$ cat src/rtl/abr_pkg.sv
package abr_pkg;

  localparam logic [7:0] CAL_BYTE = 8'hAA;
  localparam logic [7:0] ACK_BYTE = 8'h55;

  typedef enum logic [2:0] {
    R_IDLE,
    R_START,
    R_DATA,
    R_STOP,
    R_HOLD
  } rx_st_t;

  typedef enum logic [2:0] {
    C_DOWN,
    C_UP,
    C_ACK1,
    C_ACK2,
    C_RUN
  } ctl_st_t;

endpackage

$ cat src/rtl/abr_sync.sv
module abr_sync #(
  parameter int STAGES = 2
) (
  input  logic clk,
  input  logic rst_n,
  input  logic din,
  output logic dout
);

  logic [STAGES-1:0] q;

  generate
    if (STAGES == 1) begin : g_one
      always_ff @(posedge clk or negedge rst_n) begin
        if (!rst_n) q <= '1;
        else        q <= din;
      end
    end else begin : g_chain
      always_ff @(posedge clk or negedge rst_n) begin
        if (!rst_n) q <= '1;
        else        q <= {q[STAGES-2:0], din};
      end
    end
  endgenerate

  assign dout = q[STAGES-1];

endmodule

$ cat src/rtl/abr_rx.sv
module abr_rx
  import abr_pkg::*;
#(
  parameter int DW = 11
) (
  input  logic          clk,
  input  logic          rst_n,
  input  logic          line,
  input  logic [DW-1:0] div,
  output logic          done,
  output logic          ok,
  output logic [7:0]    data
);

  rx_st_t        st;
  logic [DW-1:0] cnt;
  logic [DW-1:0] dl;
  logic [2:0]    bitn;
  logic [7:0]    sh;

  always_ff @(posedge clk or negedge rst_n) begin
    if (!rst_n) begin
      st   <= R_IDLE;
      cnt  <= '0;
      dl   <= '0;
      bitn <= '0;
      sh   <= '0;
      done <= 1'b0;
      ok   <= 1'b0;
      data <= '0;
    end else begin
      done <= 1'b0;
      case (st)
        R_IDLE: begin
          if (!line) begin
            dl  <= div;
            cnt <= (div >> 1) - DW'(1);
            st  <= R_START;
          end
        end
        R_START: begin
          if (cnt != '0) begin
            cnt <= cnt - DW'(1);
          end else if (!line) begin
            cnt  <= dl - DW'(1);
            bitn <= '0;
            st   <= R_DATA;
          end else begin
            st <= R_IDLE;
          end
        end
        R_DATA: begin
          if (cnt != '0) begin
            cnt <= cnt - DW'(1);
          end else begin
            sh  <= {line, sh[7:1]};
            cnt <= dl - DW'(1);
            if (bitn == 3'd7) st <= R_STOP;
            else              bitn <= bitn + 3'd1;
          end
        end
        R_STOP: begin
          if (cnt != '0) begin
            cnt <= cnt - DW'(1);
          end else begin
            done <= 1'b1;
            ok   <= line;
            data <= sh;
            st   <= line ? R_IDLE : R_HOLD;
          end
        end
        R_HOLD: begin
          if (line) st <= R_IDLE;
        end
        default: st <= R_IDLE;
      endcase
    end
  end

  // one frame yields one result pulse, so one sweep step
  a_r2_single_done: assert property (@(posedge clk) disable iff (!rst_n)
    done |=> !done);

endmodule

$ cat src/rtl/abr_tx.sv
module abr_tx #(
  parameter int DW = 11
) (
  input  logic          clk,
  input  logic          rst_n,
  input  logic          go,
  input  logic [7:0]    din,
  input  logic [DW-1:0] div,
  output logic          line,
  output logic          busy
);

  logic [8:0]    sh;
  logic [DW-1:0] cnt;
  logic [DW-1:0] dl;
  logic [3:0]    nb;

  always_ff @(posedge clk or negedge rst_n) begin
    if (!rst_n) begin
      sh   <= '1;
      cnt  <= '0;
      dl   <= '0;
      nb   <= '0;
      line <= 1'b1;
      busy <= 1'b0;
    end else if (!busy) begin
      if (go) begin
        sh   <= {1'b1, din};
        line <= 1'b0;
        cnt  <= div - DW'(1);
        dl   <= div;
        nb   <= '0;
        busy <= 1'b1;
      end
    end else if (cnt != '0) begin
      cnt <= cnt - DW'(1);
    end else if (nb == 4'd9) begin
      busy <= 1'b0;
      line <= 1'b1;
    end else begin
      line <= sh[0];
      sh   <= {1'b1, sh[8:1]};
      nb   <= nb + 4'd1;
      cnt  <= dl - DW'(1);
    end
  end

  // the line rests high between frames
  a_r5_idle_line_high: assert property (@(posedge clk) disable iff (!rst_n)
    !busy |-> line);

endmodule

$ cat src/rtl/abr_ctrl.sv
module abr_ctrl
  import abr_pkg::*;
#(
  parameter int DW       = 11,
  parameter int DIV_FAST = 192,
  parameter int DIV_SLOW = 1724
) (
  input  logic          clk,
  input  logic          rst_n,
  input  logic          rx_done,
  input  logic          rx_ok,
  input  logic [7:0]    rx_data,
  input  logic          tx_busy,
  output logic          tx_go,
  output logic [7:0]    tx_byte,
  output logic [DW-1:0] div,
  output logic          cmd_valid,
  input  logic          cmd_ready,
  output logic [7:0]    cmd_data
);

  localparam logic [DW-1:0] D_FAST = DW'(DIV_FAST);
  localparam logic [DW-1:0] D_SLOW = DW'(DIV_SLOW);

  ctl_st_t       st;
  logic [DW-1:0] up_lim;
  logic [DW:0]   csum;
  logic          match;
  logic          pend;
  logic [7:0]    echo;

  assign match = rx_ok && (rx_data == CAL_BYTE);
  assign csum  = {1'b0, up_lim} + {1'b0, div} + (DW+1)'(1);

  always_comb begin
    tx_go   = 1'b0;
    tx_byte = ACK_BYTE;
    case (st)
      C_ACK1, C_ACK2: tx_go = !tx_busy;
      C_RUN: begin
        tx_go   = pend && !tx_busy;
        tx_byte = echo;
      end
      default: tx_go = 1'b0;
    endcase
  end

  always_ff @(posedge clk or negedge rst_n) begin
    if (!rst_n) begin
      st     <= C_DOWN;
      div    <= D_FAST;
      up_lim <= D_FAST;
    end else begin
      case (st)
        C_DOWN: if (rx_done) begin
          if (match) begin
            up_lim <= div;
            div    <= D_SLOW;
            st     <= C_UP;
          end else begin
            div <= (div == D_SLOW) ? D_FAST : div + DW'(1);
          end
        end
        C_UP: if (rx_done) begin
          if (match) begin
            div <= csum[DW:1];
            st  <= C_ACK1;
          end else begin
            div <= (div == D_FAST) ? D_SLOW : div - DW'(1);
          end
        end
        C_ACK1: if (!tx_busy) st <= C_ACK2;
        C_ACK2: if (!tx_busy) st <= C_RUN;
        default: st <= C_RUN;
      endcase
    end
  end

  always_ff @(posedge clk or negedge rst_n) begin
    if (!rst_n) begin
      pend      <= 1'b0;
      echo      <= '0;
      cmd_valid <= 1'b0;
      cmd_data  <= '0;
    end else begin
      if (st == C_RUN && rx_done && rx_ok) begin
        pend <= 1'b1;
        echo <= rx_data;
      end else if (tx_go && st == C_RUN) begin
        pend <= 1'b0;
      end
      if (st == C_RUN && rx_done && rx_ok && (!cmd_valid || cmd_ready)) begin
        cmd_valid <= 1'b1;
        cmd_data  <= rx_data;
      end else if (cmd_ready) begin
        cmd_valid <= 1'b0;
      end
    end
  end

  // downward sweep steps one slower per mismatch
  a_r2_step_down: assert property (@(posedge clk) disable iff (!rst_n)
    (st == C_DOWN && rx_done && !match && div != D_SLOW) |=> div == $past(div) + DW'(1));

  // upward sweep steps one faster per mismatch
  a_r4_step_up: assert property (@(posedge clk) disable iff (!rst_n)
    (st == C_UP && rx_done && !match && div != D_FAST) |=> div == $past(div) - DW'(1));

  // a match in the downward sweep moves to the slowest setting
  a_r3_upper_fixed: assert property (@(posedge clk) disable iff (!rst_n)
    (st == C_DOWN && rx_done && match) |=> (st == C_UP && div == D_SLOW));

  // wrap at the end stop of the downward sweep
  a_r6_wrap_down: assert property (@(posedge clk) disable iff (!rst_n)
    (st == C_DOWN && rx_done && !match && div == D_SLOW) |=> div == D_FAST);

  // once locked the slave never leaves the run state
  a_r8_run_stays: assert property (@(posedge clk) disable iff (!rst_n)
    (st == C_RUN) |=> (st == C_RUN && $stable(div)));

  // a pending command holds until accepted
  a_r9_hold_stable: assert property (@(posedge clk) disable iff (!rst_n)
    (cmd_valid && !cmd_ready) |=> (cmd_valid && $stable(cmd_data)));

  // nothing is presented before lock
  a_r10_no_cmd_before_lock: assert property (@(posedge clk) disable iff (!rst_n)
    (st != C_RUN) |-> !cmd_valid);

endmodule

$ cat src/rtl/autobaud_uart_slave.sv
module autobaud_uart_slave #(
  parameter int CLK_HZ    = 100_000_000,
  parameter int BAUD_MAX  = 520_000,
  parameter int BAUD_MIN  = 58_000,
  parameter int SYNC_STG  = 2
) (
  input  logic       clk,
  input  logic       rst_n,
  input  logic       serial_in,
  output logic       serial_out,
  output logic       cmd_valid,
  input  logic       cmd_ready,
  output logic [7:0] cmd_data
);

  localparam int DIV_FAST = CLK_HZ / BAUD_MAX;
  localparam int DIV_SLOW = CLK_HZ / BAUD_MIN;
  localparam int DW       = $clog2(DIV_SLOW + 1);

  logic          line_s;
  logic          rx_done;
  logic          rx_ok;
  logic [7:0]    rx_data;
  logic          tx_go;
  logic          tx_busy;
  logic [7:0]    tx_byte;
  logic [DW-1:0] div;

  abr_sync #(.STAGES(SYNC_STG)) u_sync (
    .clk  (clk),
    .rst_n(rst_n),
    .din  (serial_in),
    .dout (line_s)
  );

  abr_rx #(.DW(DW)) u_rx (
    .clk  (clk),
    .rst_n(rst_n),
    .line (line_s),
    .div  (div),
    .done (rx_done),
    .ok   (rx_ok),
    .data (rx_data)
  );

  abr_ctrl #(.DW(DW), .DIV_FAST(DIV_FAST), .DIV_SLOW(DIV_SLOW)) u_ctrl (
    .clk      (clk),
    .rst_n    (rst_n),
    .rx_done  (rx_done),
    .rx_ok    (rx_ok),
    .rx_data  (rx_data),
    .tx_busy  (tx_busy),
    .tx_go    (tx_go),
    .tx_byte  (tx_byte),
    .div      (div),
    .cmd_valid(cmd_valid),
    .cmd_ready(cmd_ready),
    .cmd_data (cmd_data)
  );

  abr_tx #(.DW(DW)) u_tx (
    .clk  (clk),
    .rst_n(rst_n),
    .go   (tx_go),
    .din  (tx_byte),
    .div  (div),
    .line (serial_out),
    .busy (tx_busy)
  );

endmodule

$ cat config.mk
export PLATFORM = sky130hd
export DESIGN_NAME = autobaud_uart_slave
export DESIGN_NICKNAME = d
export VERILOG_FILES = /design/src/rtl/abr_pkg.sv /design/src/rtl/abr_sync.sv /design/src/rtl/abr_rx.sv /design/src/rtl/abr_tx.sv /design/src/rtl/abr_ctrl.sv /design/src/rtl/autobaud_uart_slave.sv
export SDC_FILE = /design/constraint.sdc
export NUM_CORES = 1
export LEC_CHECK = 0
export ABC_AREA = 0
export BUFFER_PORTS_ARGS = -buffer_cell sky130_fd_sc_hd__buf_2
export CORE_MARGIN = 4
export CORE_UTILIZATION = 49
export DETAILED_ROUTE_END_ITERATION = 10
export GPL_TIMING_DRIVEN = 0
export SLEW_MARGIN = 10
export SYNTH_ARGS = -nofsm -noshare
export SYNTH_HDL_FRONTEND = slang
export SYNTH_SLANG_ARGS = --single-unit
$ cat constraint.sdc
create_clock -name clk -period 5.9 [get_ports clk]
set_input_delay 0 -clock clk [delete_from_list [all_inputs] [get_ports clk]]
set_output_delay 0 -clock clk [all_outputs]
set_load 0.05 [all_outputs]
* After elaboration in Yosys (flattened, before gate mapping) *
Cells that the tools add are included.

storage, ports and cells
  flip-flop bits (word level) = 128
  output and inout port bits = 10

cells by class
  add/sub/neg operators = 11
  eq/ne operators = 32
  mux-type cells = 62
  bitwise logic cells = 3
  reduce and logical (&&, ||, !) cells = 33

operators by type and width
  cell                                                                   count
  11-bit two-way mux                                                     15
  11-bit by 1-bit subtractor with 11-bit output (second input constant)  5
  3-bit two-way mux                                                      17
  11-bit one-hot mux with 4 select lines                                 1
  9-bit two-way mux                                                      4
  2-bit inequality test (second input constant)                          13
  11-bit one-hot mux with 2 select lines                                 1
  11-bit nonzero test                                                    2
  4-bit two-way mux                                                      4
  3-bit one-hot mux with 5 select lines                                  1
  1-bit two-way mux                                                      14
  11-bit by 11-bit adder with 12-bit output                              1
  12-bit by 1-bit adder with 12-bit output (second input constant)       1
  3-bit by 2-bit == test with 1-bit output (second input constant)       4
  3-bit one-hot mux with 4 select lines                                  1
  2-bit AND reduction                                                    6
  6-bit AND reduction                                                    2
  11-bit by 1-bit adder with 11-bit output (second input constant)       1
  11-bit == test (second input constant)                                 1
  11-bit by 8-bit == test with 1-bit output (second input constant)      1
  10-bit by 1-bit subtractor with 11-bit output (second input constant)  1
  2-bit nonzero test                                                     5
  3-bit == test (second input constant)                                  3
  3-bit AND reduction                                                    3
  21 further kinds                                                       34

* Longest topological paths before layout *
Gate-level depths: netlist (run 1).

  depth after elaboration = 6
  gate-level depth with buffers = 11
  gate-level depth less buffers = 10

* Modules after synthesis *
Synthesis (run 1) repeated with hierarchy kept, for this count alone.

second synthesis, totals
  cell total of the unflattened synthesis = 800
  area, all modules = 7762.4 um2

modules (own cells, without submodules)
  module    times used  cells each  area each (um2)  sequential area each (um2)
  abr_ctrl  1           317         3002.9           1081.0
  abr_rx    1           264         2718.9           1151.1
  abr_tx    1           217         1988.2           912.1
  abr_sync  1           2           52.6             52.6

* Least setup slack after synthesis (run 1) *
Ideal clock, no wire load.

  path kind = flip-flop to flip-flop
  start = reg u_tx.cnt[2]
  end = reg u_tx.cnt[6]
  arrival = 2.391 ns
  slack = 3.374 ns
  cell stages (with the launch flop) = 11
  cell sequence = dfrtp_1 > nor3_1 > and4b_1 > buf_2 > a21oi_1 > ha_1 > or3b_2 > a2111oi_0 > o221ai_1 > o21ai_0 > o21ai_0

between the ends
  cells in the longest elaborated chain, start to end = 3
  elaborated cells on any way between the ends = 6
  classes of those cells = 1 x add/sub; 1 x eq/ne; 2 x mux; 2 x reduce/logical

RTL lines
  element                                                                                      line                        source
  start, declared                                                                              abr_tx.sv:14                logic [DW-1:0] cnt;
  start signal, assigned                                                                       abr_tx.sv:30                cnt <= div - DW'(1);
  start signal, assigned                                                                       abr_tx.sv:36                cnt <= cnt - DW'(1);
  start signal, assigned                                                                       abr_tx.sv:44                cnt <= dl - DW'(1);
  11-bit by 1-bit subtractor with 11-bit output / 11-bit nonzero test (equally long branches)  abr_tx.sv:36, abr_tx.sv:35
  11-bit two-way mux / 3-bit inequality test (equally long branches)                           --
  11-bit two-way mux / 2-bit AND reduction (equally long branches)                             --

Parallel ways exist; a longest one is shown, timed or not.
A chain may end at the register's enable or synchronous reset.

* Worst setup path in the final report (run 1) *
  start = reg u_ctrl.div[2]
  end = reg u_ctrl.div[9]

between the ends
  cells in the longest elaborated chain, start to end = 5
  elaborated cells on any way between the ends = 13
  classes of those cells = 4 x add/sub; 2 x eq/ne; 7 x mux

RTL lines
  element                                                                  line                            source
  start, declared                                                          abr_ctrl.sv:16                  output logic [DW-1:0] div,
  start signal, assigned                                                   abr_ctrl.sv:61                  div <= (div == D_SLOW) ? D_FAST : div + DW'(1);
  start signal, assigned                                                   abr_ctrl.sv:66                  div <= csum[DW:1];
  start signal, assigned                                                   abr_ctrl.sv:69                  div <= (div == D_FAST) ? D_SLOW : div - DW'(1);
  11-bit by 11-bit adder with 12-bit output, or another cell as far along  abr_ctrl.sv:33                  assign csum = {1'b0, up_lim} + {1'b0, div} + (DW+1)'(1);
  12-bit by 1-bit adder with 12-bit output, or another cell as far along   abr_ctrl.sv:33
  11-bit two-way mux, on equally long branches                             abr_ctrl.sv:65, abr_ctrl.sv:56
  11-bit two-way mux, on equally long branches                             abr_ctrl.sv:64, abr_ctrl.sv:55
  11-bit one-hot mux with 2 select lines *                                 abr_ctrl.sv:54                  case (st)

Every way passes the cells marked *; elsewhere a longest branch is shown, timed or not. The select of a mux whose other input is x is not followed.

==> qor.yml, run 1 <==
wl_per_cell_um: 19.5
fin_crit_ns: 3.36
worstMarginPinSlew_ns: 0.988
hold_path.class: "in2async"
first_global_vias: 6314
fin_crit_sh_pct: 57.0
num_vias: 6440
slew_viol_final: 0
synthArstFlopShare_pct: 100
max_freq_mhz: 297
clk_pin_slew_ns: 0.06
cts_root_buf: "clkbuf_16"
firstDrtPassIters: 8
row_count: 45
fin_nets: 882
final_area_sq_um: 8490
die_w_um: 132
io_pins: 14
yosysSeqAreaShare_pct: 42.4
r2r-start: "u_ctrl.div[2]"
status: "completed"
crit_type: "reg2reg"
power.leakage_nw: 4.03
cts.sinks: 127
htree_levels: 4
rr_worst_depth: 9
fill_cells: 1349
cts_resized: 0
drt_iter0_markers: 591
synth_top_area_cell: "dfrtp_1"
path_max_fanout: 10
dieArea_sq_um: 17400
dp_hpwl_um: 14700
yosysMostFrequentCell: "nand2_1"
synth-main-ff-cell: "dfrtp_1"
dp.cells: 1020
critPathCaptureType: "register"
slew_headroom_pct: 33.6
synth-seq-cells: 127
place_area_sq_um: 7870
yosys-top-cells-area: "dfrtp_1 (37%), mux2_2 (6.6%), nand2_1 (5.9%)"
cts_tree: "yes"
route.antenna.remaining_nets: 0
stdcell_count: 1055
syn_inst: 818
antenna_found_initial: 0
grt_first_pass_wirelength_um: 34100
pwr-share-seq_pct: 44.8
clkLatencyLatePin_ns: 0.43
yosys_warnings: 0
combinationalPowerShare_pct: 1.2
required_ns: 6.23
die_y_um: 132
core_area_sq_um: 15100
rrSetupSlack_ns: 2.54
avgViaCountPerCell: 6.10
power_density_nw_per_um2: 230
r2r-end: "u_ctrl.div[9]"
place_congestion: 0.945
maxCapViolCount: 0
syn2layout_area_growth_pct: 12.6
worstPathArrival_ns: 3.69
cts_buffers: 17
finClkSkew_ns: 0.00751
synth_common_cells: "nand2_1 (119), dfrtp_1 (112), o21ai_0 (64)"
hold_violations: 0
synthesis.nets: 846
p_int_mw: 1.51
yosysTopAreaCellShare_pct: 37.2
rsz0062_at_grt: "false"
synth-edff-count: 0
drc: 0
cp-start-kind: "register"
diodes: 0
ir_worst_vdd_v: 0.000226
cts_max_path_buffers: 2
setup_viol: 0
grt_max_degree: 92
ys_types: 74
drive_gt1_share_pct: 16.0
synth_area_sq_um: 7540
fin_tns_setup_ns: 0
p_sw_mw: 0.443
p_clk_share_pct: 54.1
grt-ovfl-total: 0
multi_input_area_sq_um: 4050
routed_wl_um: 20600
final_util_pct: 56.0
postSynthAreaPerCell_sq_um: 9.22
start_util_pct: 49.8
finalPower_mw: 1.95
regArea_sq_um: 3200
io_buffers: 13
grt_usage_pct: 24.4
swShare_pct: 22.7
-- state kept, by name, indices dropped and copies added (netlist names), 11 cells and up --
signal         count
u_ctrl.div        11
u_ctrl.up_lim     11
u_rx.cnt          11
u_rx.dl           11
u_tx.cnt          11
u_tx.dl           11
-- repair_timing --
item	CTS	global route
setup buffers	0	0
hold buffers	3	0
endpoints found under the hold margin	118	0
-- area by class of cell --
cell class	instances	share of cell area [%]
multi-input combinational	624	47.7
sequential	127	37.7
clock buffer	19	5.10
tap	188	2.77
buffer	47	2.54
clock inverter	13	1.78
timing repair buffer	17	1.52
inverter	20	0.885
-- per-layer routing --
layer	wire length, um	vias up	track usage (%)
li1	-	3055	-
met1	9140	3114	33.1
met2	9960	232	39.8
met3	1120	39	4.89
met4	392	0	7.12
met5	0	-	0
-- stage by stage --
step	setup WS, ns	hold WS, ns
after detailed placement	2.62	-0.0712
final	2.54	0.0488
after global routing	2.45	0.0863
after global placement	2.61	0.108
after floorplan	3.37	-0.296
after CTS	2.60	0.0467
-- placed cells by master, fill, tap and decap left out, drive strengths merged, types with 12 or more instances in the layout --
master	synthesis	layout
mux2	44	44
clkbuf	30	49
xor2	18	18
o22ai	16	16
ha	23	23
nor2	55	55
nand3	20	20
o21ai	66	66
nand2	119	119
dfstp	15	15
inv	20	27
or4	12	12
buf	17	31
dfrtp	112	112
xnor2	29	29
nor3	23	23
a21oi	43	43
-- cell families (layout without fill, tap and decap cells) --
kind of cell,count (synthesis),count (layout),synth area share [%]
buffers and inverters,67,116,3.85
multiplexers,45,45,6.71
adder cells (fa/ha/maj),24,24,4.08
AO/OA/AOI/OAI,202,202,17.2
AND/OR/NAND/NOR,306,306,20.3
flip-flops,127,127,42.4
XOR/XNOR,47,47,5.46
-- power by group through the flow --
| stage | combinational [mW] | clock [mW] | sequential (mW) |
|---|---|---|---|
| after global routing | 0.0276 | 1.12 | 0.873 |
| after global placement | 0.0200 | 0 | 0.889 |
| after CTS | 0.0250 | 1.08 | 0.873 |
| after detailed placement | 0.0234 | 0 | 0.889 |
| after floorplan | 0.00155 | 0 | 0.889 |
| final | 0.0232 | 1.06 | 0.874 |
-- worst max path at each step --
stage,from,endpoint,slack (ns)
2_1_floorplan,u_tx.cnt[2],u_tx.cnt[6],3.37
3_3_place_gp,u_ctrl.div[2],u_ctrl.div[9],2.61
3_5_place_dp,u_ctrl.div[2],u_ctrl.div[9],2.62
4_1_cts,u_ctrl.div[2],u_ctrl.div[9],2.60
5_1_grt,u_ctrl.div[2],u_tx.cnt[9],2.45
6_report,u_ctrl.div[2],u_ctrl.div[9],2.54
-- worst max-delay path: stages (launching register included) --
cell and delay (ns):
dfrtp_1 0.46, clkbuf_1 0.29, inv_1 0.29, ha_1 0.28, or4b_1 0.57, nor4_1 0.43
nand2_1 0.17, xnor2_1 0.46, nor4_1 0.10, a311oi_1 0.21
No activity file was read; power rests on OpenSTA's default activity.
==> run 2, diff against run 1 <==
==> constraint.sdc (replaced) <==
create_clock -name clk -period 3.15 [get_ports clk]
set_input_delay 0 -clock clk [delete_from_list [all_inputs] [get_ports clk]]
set_output_delay 0 -clock clk [all_outputs]
set_load 0.05 [all_outputs]
==> run 2 against run 1 <==
Effect of this change: global-route usage is essentially flat; die area is the same; setup slack lost 2.4 ns; sequential share of layout area shrank 0.072 points; via count is essentially flat; hold slack lost 0.0039 ns; cell count is the same; core utilization grew 0.17 points; largest power group unchanged; cell area grew 0.31%; critical path depth is the same.
==> qor.yml, run 2 (synthesis results as in run 1) <==
core_area_sq_um: 15100
antenna_found_initial: 0
setup_viol: 0
cp-start-kind: "register"
avgViaCountPerCell: 6.11
cts_buffers: 17
fin_crit_ns: 3.02
row_count: 45
status: "completed"
slew_headroom_pct: 34.2
start_util_pct: 49.8
required_ns: 3.48
firstDrtPassIters: 5
clk_pin_slew_ns: 0.06
place_area_sq_um: 7870
worstPathArrival_ns: 3.35
ir_worst_vdd_v: 0.000425
die_y_um: 132
cts_max_path_buffers: 2
first_global_vias: 6302
grt-ovfl-total: 0
r2r-start: "u_ctrl.div[2]"
stdcell_count: 1055
cts.sinks: 127
dp.cells: 1020
cts_root_buf: "clkbuf_16"
num_vias: 6446
finalPower_mw: 3.66
io_buffers: 13
final_util_pct: 56.2
die_w_um: 132
critPathCaptureType: "register"
fill_cells: 1344
worstMarginPinSlew_ns: 0.979
max_freq_mhz: 331
grt_first_pass_wirelength_um: 34100
grt_usage_pct: 24.4
place_congestion: 0.945
drt_iter0_markers: 617
final_cell_mix: "nand2_1 (119), dfrtp_1 (109), o21ai_0 (64)"
drive_gt1_share_pct: 17.0
cts_tree: "yes"
crit_start: "u_ctrl.div[2]"
routed_wl_um: 20700
fin_crit_sh_pct: 96.0
hold_violations: 0
dieArea_sq_um: 17400
route.antenna.remaining_nets: 0
place_ws_ns: -0.131
final_common_cell: "nand2_1"
power.leakage_nw: 4.03
slew_viol_final: 0
syn2layout_area_growth_pct: 12.9
fin_ws_ns: 0.126
hold_path.class: "in2async"
crit_type: "reg2reg"
dp_hpwl_um: 14700
multi_input_area_sq_um: 4070
power_density_nw_per_um2: 430
final_area_sq_um: 8510
finClkSkew_ns: 0.00819
io_pins: 14
wl_per_cell_um: 19.6
maxCapViolCount: 0
clkLatencyLatePin_ns: 0.43
fin_nets: 882
drc: 0
regArea_sq_um: 3200
htree_levels: 4
cts_setup_buffers: 0
path_max_fanout: 10
diodes: 0
grt_max_degree: 92
==> run 2: worst paths after layout <==
path / to / slack [ns] / cells past startpoint
hold / removal: u_tx.cnt[9] / 0.04 / 2
setup / recovery: u_ctrl.div[9] / 0.13 / 9
hold reg to reg: u_sync.q[1] / 0.35 / 0
setup reg to reg: u_ctrl.div[9] / 0.13 / 9
max in group asynchronous: u_sync.q[0] / 2.33 / 3
min in group clk: u_sync.q[0] / 0.21 / 2
==> run 2: where the power goes <==
part / internal [mW] / switching, mW
Sequential: 1.63 / 0.00123
Combinational: 0.00971 / 0.0338
Clock: 1.18 / 0.800
==> run 2: layout make-up <==
class	instances	area share, %
timing repair buffer	17	1.51
multi-input combinational	624	47.9
clock inverter	13	1.78
buffer	47	2.53
inverter	20	0.882
sequential	127	37.6
clock buffer	19	5.09
tap	188	2.76
==> run 2: what timing repair did <==
| item | CTS | global route |
|---|---|---|
| resized for setup | 2 | 7 |
| hold buffers | 3 | 0 |
| pin swaps | 0 | 0 |
| cloned | 0 | 0 |
| endpoints found under the setup margin | 2 | 3 |
| hold endpoints to repair | 118 | 0 |
==> run 2: layer usage <==
metal	part of all wire, %	track usage (%)	wire (um)	vias up
met5	0	0	0	-
met4	1.8	7.12	363	0
met3	5.1	4.66	1070	30
met2	48	39.9	10000	227
met1	45	33.3	9250	3126
li1	-	-	-	3063
==> run 2: metrics by stage <==
stage	TNS, ns	hold WS (ns)
4_1_cts	0	0.0467
6_report	0	0.0449
3_3_place_gp	-0.222	0.108
2_1_floorplan	0	-0.296
3_5_place_dp	-0.254	-0.0712
5_1_grt	-0.0000484	0.0863
==> run 2: worst max-delay path, cell delays in order, from the launching register on <==
cell      delay (ns)
dfrtp_1         0.47
clkbuf_1        0.30
inv_2           0.22
ha_1            0.24
or4b_1          0.59
nor4_2          0.31
nand2_1         0.18
xnor2_2         0.29
nor4_1          0.09
a311oi_1        0.21
